$ cat config.mk
export PLATFORM = sky130hd
export DESIGN_NAME = wiper_position_counter
export DESIGN_NICKNAME = d
export VERILOG_FILES = /design/src/rtl/wiper_pkg.sv /design/src/rtl/wiper_next_sel.sv /design/src/rtl/wiper_tap_decode.sv /design/src/rtl/wiper_position_counter.sv
export SDC_FILE = /design/constraint.sdc
export NUM_CORES = 1
export LEC_CHECK = 0
export BUFFER_PORTS_ARGS = -buffer_cell sky130_fd_sc_hd__buf_2
export CAP_MARGIN = 20
export CORE_ASPECT_RATIO = 0.5
export CORE_UTILIZATION = 48
export DETAILED_ROUTE_END_ITERATION = 12
export GPL_TIMING_DRIVEN = 0
export PLACE_DENSITY_LB_ADDON = 0.2
export SLEW_MARGIN = 15
export SYNTH_ARGS = -nofsm -noshare
export SYNTH_HDL_FRONTEND = slang
export SYNTH_HIERARCHICAL = 1
export SYNTH_SLANG_ARGS = --single-unit
$ cat constraint.sdc
create_clock -name clk -period 2.9 [get_ports clk]
set_input_delay 0.435 -clock clk [delete_from_list [all_inputs] [get_ports clk]]
set_output_delay 0.435 -clock clk [all_outputs]
set_load 0.05 [all_outputs]
$ cat src/rtl/wiper_pkg.sv
package wiper_pkg;

  // Which source commits the next wiper position.
  typedef enum logic [1:0] {
    SRC_HOLD = 2'd0,
    SRC_HOST = 2'd1,
    SRC_XFER = 2'd2,
    SRC_STEP = 2'd3
  } wiper_src_e;

endpackage

$ cat src/rtl/wiper_next_sel.sv
module wiper_next_sel
  import wiper_pkg::*;
#(
  parameter int POS_W = 6
) (
  input  logic [POS_W-1:0] cur_pos,
  input  logic             host_load_en,
  input  logic [POS_W-1:0] host_load_data,
  input  logic             xfer_en,
  input  logic [POS_W-1:0] xfer_data,
  input  logic             step_mode,
  input  logic             step_pulse,
  input  logic             step_up,
  output logic [POS_W-1:0] next_pos,
  output logic             at_top,
  output logic             at_bottom
);

  localparam logic [POS_W-1:0] POS_MAX = '1;
  localparam logic [POS_W-1:0] POS_MIN = '0;

  wiper_src_e src;

  // One saturating step; the end codes are absorbing.
  function automatic logic [POS_W-1:0] sat_step(input logic [POS_W-1:0] p,
                                                input logic up);
    if (up)  return (p == POS_MAX) ? p : p + POS_W'(1);
    else     return (p == POS_MIN) ? p : p - POS_W'(1);
  endfunction

  assign at_top    = (cur_pos == POS_MAX);
  assign at_bottom = (cur_pos == POS_MIN);

  // Priority: host load, then transfer, then step, else hold.
  always_comb begin
    if (host_load_en)                  src = SRC_HOST;
    else if (xfer_en)                  src = SRC_XFER;
    else if (step_mode && step_pulse)  src = SRC_STEP;
    else                               src = SRC_HOLD;
  end

  always_comb begin
    unique case (src)
      SRC_HOST: next_pos = host_load_data;
      SRC_XFER: next_pos = xfer_data;
      SRC_STEP: next_pos = sat_step(cur_pos, step_up);
      default:  next_pos = cur_pos;
    endcase
  end

  // the selected value never leaves the range across an end.
  always_comb begin
    if (src == SRC_STEP && step_up && at_top)
      assert_sat_top_R7: assert (next_pos == POS_MAX);
    if (src == SRC_STEP && !step_up && at_bottom)
      assert_sat_bottom_R7: assert (next_pos == POS_MIN);
  end

endmodule

$ cat src/rtl/wiper_tap_decode.sv
module wiper_tap_decode #(
  parameter int POS_W = 6,
  parameter int TAPS  = 1 << POS_W
) (
  input  logic             clk,
  input  logic             rst_n,
  input  logic [POS_W-1:0] commit_pos,
  output logic [TAPS-1:0]  tap_sel
);

  logic [TAPS-1:0] tap_q;

  // One flop per switch; each compares the committed code with its index.
  for (genvar t = 0; t < TAPS; t++) begin : g_tap
    always_ff @(posedge clk) begin
      tap_q[t] <= (commit_pos == POS_W'(t));
    end
  end

  assign tap_sel = tap_q;

  // never two switches on, never none.
  assert_one_switch_R10: assert property (@(posedge clk) disable iff (!rst_n)
    $countones(tap_q) == 1);

endmodule

$ cat src/rtl/wiper_position_counter.sv
module wiper_position_counter #(
  parameter int POS_W = 6,
  parameter int TAPS  = 1 << POS_W
) (
  input  logic             clk,
  input  logic             rst_n,
  input  logic [POS_W-1:0] recall_data,
  input  logic             host_load_en,
  input  logic [POS_W-1:0] host_load_data,
  input  logic             xfer_en,
  input  logic [POS_W-1:0] xfer_data,
  input  logic             step_mode,
  input  logic             step_pulse,
  input  logic             step_up,
  output logic [POS_W-1:0] wiper_pos,
  output logic [TAPS-1:0]  tap_sel
);

  localparam logic [POS_W-1:0] POS_MAX = '1;
  localparam logic [POS_W-1:0] POS_MIN = '0;

  logic [POS_W-1:0] pos_q;
  logic [POS_W-1:0] next_pos;
  logic [POS_W-1:0] commit_pos;
  logic             at_top;
  logic             at_bottom;

  // Named events for the assertions.
  logic any_load;
  logic step_req;
  assign any_load = host_load_en | xfer_en;
  assign step_req = step_mode & step_pulse;

  wiper_next_sel #(.POS_W(POS_W)) i_next (
    .cur_pos        (pos_q),
    .host_load_en   (host_load_en),
    .host_load_data (host_load_data),
    .xfer_en        (xfer_en),
    .xfer_data      (xfer_data),
    .step_mode      (step_mode),
    .step_pulse     (step_pulse),
    .step_up        (step_up),
    .next_pos       (next_pos),
    .at_top         (at_top),
    .at_bottom      (at_bottom)
  );

  // Reset recalls the stored position; otherwise take the selected value.
  assign commit_pos = rst_n ? next_pos : recall_data;

  always_ff @(posedge clk) begin
    pos_q <= commit_pos;
  end

  wiper_tap_decode #(.POS_W(POS_W), .TAPS(TAPS)) i_dec (
    .clk        (clk),
    .rst_n      (rst_n),
    .commit_pos (commit_pos),
    .tap_sel    (tap_sel)
  );

  assign wiper_pos = pos_q;

  // host data wins over everything.
  assert_host_load_R2: assert property (@(posedge clk) disable iff (!rst_n)
    host_load_en |=> wiper_pos == $past(host_load_data));

  // transfer wins over a step.
  assert_xfer_load_R3: assert property (@(posedge clk) disable iff (!rst_n)
    (xfer_en && !host_load_en) |=> wiper_pos == $past(xfer_data));

  assert_step_up_R5: assert property (@(posedge clk) disable iff (!rst_n)
    (step_req && step_up && !any_load && !at_top)
      |=> wiper_pos == $past(wiper_pos) + POS_W'(1));

  assert_step_down_R6: assert property (@(posedge clk) disable iff (!rst_n)
    (step_req && !step_up && !any_load && !at_bottom)
      |=> wiper_pos == $past(wiper_pos) - POS_W'(1));

  assert_no_wrap_R7: assert property (@(posedge clk) disable iff (!rst_n)
    (step_req && !any_load && ((step_up && at_top) || (!step_up && at_bottom)))
      |=> $stable(wiper_pos));

  // without a load, a gated step leaves the position alone.
  assert_step_gated_R8: assert property (@(posedge clk) disable iff (!rst_n)
    (!step_mode && !any_load) |=> $stable(wiper_pos));

  // the decoder and the counter agree.
  assert_tap_matches_R10: assert property (@(posedge clk) disable iff (!rst_n)
    tap_sel[wiper_pos] == 1'b1);

  assert_ends_R10: assert property (@(posedge clk) disable iff (!rst_n)
    (wiper_pos == POS_MIN) |-> tap_sel[0]);

endmodule

==> impl_results.md <==
* Status: finished clean
* Synth cell types at 48
* Vias in the first global route at 1810
* WP data required at ~3100 ps
* Commonest register cell after synthesis: dfxtp_1
* Clk buf depth at 2
* Kind of critical path: reg -> reg
* Cell area after layout at 3240 sq um
* FP Rows at 18
* Worst Hold Slack at 375 ps
* Total die area at between 5000 and 6000 sq um
* Simple-gate share of the synthesized area at 0.252
* Critical path launch point type: flip-flop
* ANT nets after route at 0
* Initial antenna violation count at 0
* Worst hold path class: in -> reg
* Mapped Cells at 250
* Iteration count of the initial detailed-routing pass at 6
* Clk_skew at 5.17 ps
* Ys Warns at 6
* Final period util at 0.965
* Min Tclk post-route at ~2800 ps
* Main combinational cell family by area after synthesis: simple AND/OR/NAND/NOR gates
* Final WL at 5.73 mm
* Synth Area in Compound Gates at 0.0793
* EDFF count, synth at 0
* Worst relative slew slack at 0.657
* Setup_tns at 0 ps
* PortBufs at 92
* Post-DP HPWL at 4.22 mm
* Power density cells at between 600 and 700 nW/um^2
* Post-synthesis xor/xnor area fraction at 0.00698
* Fmax at 357 MHz
* First-pass GRT wire length at between 8 and 9 mm
* Seq/Total Area, Yosys at 0.558
* Final Max Slew Viols at 0
* Worst-margin pin slew at ~500 ps
* Aggregate global-route resource usage at 0.208
* CP Data Arrival Time at ~3000 ps
* Post-synth ARST share at 0
* Nets at around 380
* Drt initial violations at 83
* Placed cell count at roughly 410
* Core Area at roughly 5000 sq um
* H-tree Lvls at 3
* Placed cell areas at between 3000 and 4000 sq um
* DIE HEIGHT at 53.1 microns
* RSZ-0062 raised after global routing: no
* Mapped Area at 2510 sq um
* Syn avg cell area at about 10 sq um
* Num ports at 95
* WL/cell at about 13 microns
* Share of layout cells above drive strength 1 at 0.354
* Max-Cap Viols at 0
* Synth Register Bits at 70
* Area Overhead vs Synth at 29.1%
* # clock sinks at 70
* Total CTS buffers at 9
* GP Congestion at slightly below 0.9
* CTS tree: built
* Via count at between 2000 and 2500
* Largest net degree at the start of global routing at 12
* Worst-Skew Late Latency at approximately 330 ps
* Endpoints failing setup at 0
* Root Buffer: clkbuf_8
* Post-Syn Nets at 278
* Static Leakage at about 0.0015 uW
* Proportion of synthesized area in mux cells at 0.0503
* Post-synthesis adder-cell area fraction at 0.0150
* Chip Width at 104 microns
* Maximum fanout along the worst path at 10
* CTS Hold Bufs at 0
* Vias/cell at slightly above 5
* Fin util at 0.651
* Post-Layout Cell Count at approximately 430
* Worst Setup End Kind: flip-flop
* Starting Density at 0.504
* Drc violations at 0
* Final hold violations at 0
* Worst-path clk slew at ~60 ps
* VDD IR max at between 300 and 400 uV
* GRT overflow at 0
* # diodes at 0
## cell usage in the layout (no fill, tap or decap), types with 4 or more instances in the layout
cell / instances
buf_2: 93
clkbuf_1: 11
clkbuf_8: 9
clkinv_2: 4
dfxtp_1: 68
inv_1: 4
mux2_4: 6
nand2_1: 6
nand2b_1: 5
nand3_1: 5
nand4b_1: 4
nand4bb_1: 6
nor2_1: 66
nor2b_1: 5
o21ai_0: 4
## layout make-up
class | instances | area [sq um]
Buffer | 15 | 78.8
Clock buffer | 11 | 131
Clock inverter | 5 | 50.0
Fill cell | 434 | 1740
Inverter | 4 | 15.0
Multi-Input combinational cell | 159 | 1010
Sequential cell | 70 | 1400
Tap cell | 70 | 87.6
Timing Repair Buffer | 92 | 460
## per-layer routing
layer	track usage	vias to the layer above	wire length [microns]
met5	0	-	0
met4	0.0976	0	56
met3	0.0517	6	304
met2	0.334	83	2630
met1	0.269	998	2740
li1	-	1064	-
## final timing paths
| check | from | endpoint | slack (ps) | depth (start not counted) |
|---|---|---|---|---|
| setup / recovery | wiper_pos[4]$_DFF_P_ | i_dec/tap_sel[0]$_DFF_P_ | 100 | 9 |
| hold / removal | recall_data[4] | wiper_pos[4]$_DFF_P_ | 380 | 2 |
| setup reg to reg | wiper_pos[4]$_DFF_P_ | i_dec/tap_sel[0]$_DFF_P_ | 100 | 9 |
| hold reg to reg | wiper_pos[0]$_DFF_P_ | wiper_pos[5]$_DFF_P_ | 890 | 4 |
## report_power, final
group	internal, uW	switching [uW]
Clock	391	312
Sequential	990	23.7
Combinational	117	246
## sequential cells by signal, summed over array words and instances, names as in the netlist
signal / cells
wiper_pos: 6
i_dec/tap_sel: 64
## Yosys cell counts, types with 3 or more instances
library cell | instances | share of area
clkbuf_1 | 14 | 0.021
a22oi_1 | 3 | 0.0090
mux2_4 | 6 | 0.036
or4b_1 | 3 | 0.012
nand4bb_1 | 6 | 0.027
ha_1 | 3 | 0.015
nand2b_1 | 5 | 0.012
nand3_1 | 5 | 0.010
nand4b_1 | 4 | 0.014
nand2_1 | 6 | 0.0090
o21ai_0 | 4 | 0.0080
nor3_1 | 3 | 0.0060
dfxtp_1 | 70 | 0.56
nor2b_1 | 5 | 0.012
nand4_1 | 3 | 0.0075
nor2_1 | 66 | 0.099
inv_1 | 4 | 0.0060
## critical path, cell delays in order (launching register included)
cell and delay (ps):
dfxtp_1 400, or4_4 580, or4_1 420, a211o_1 310
nand3_1 80, mux2_4 170, or2_2 100, clkbuf_1 260
clkbuf_4 290, nor2_1 60
## cell families (layout without fill, tap and decap cells)
| logic type | after synthesis | count (layout) |
|---|---|---|
| simple gates | 119 | 119 |
| flops | 70 | 70 |
| compound gates | 27 | 27 |
| buf+inv | 21 | 127 |
| mux | 8 | 8 |
| fa+ha+maj | 3 | 3 |
| xor+xnor | 2 | 2 |
## stage by stage
stage	setup WS (ps)	total power, uW
2_1_floorplan	62.1	1300
3_3_place_gp	-172	1390
3_5_place_dp	-277	1390
4_1_cts	23.6	2100
5_1_grt	4.03	2180
6_report	102	2080
## what timing repair did
action,CTS,global route
resized for setup,3,2
endpoints found under the hold margin,0,0
buffers inserted,0,0
endpoints found under the setup margin,30,30
No activity file was read; power rests on OpenSTA's default activity.
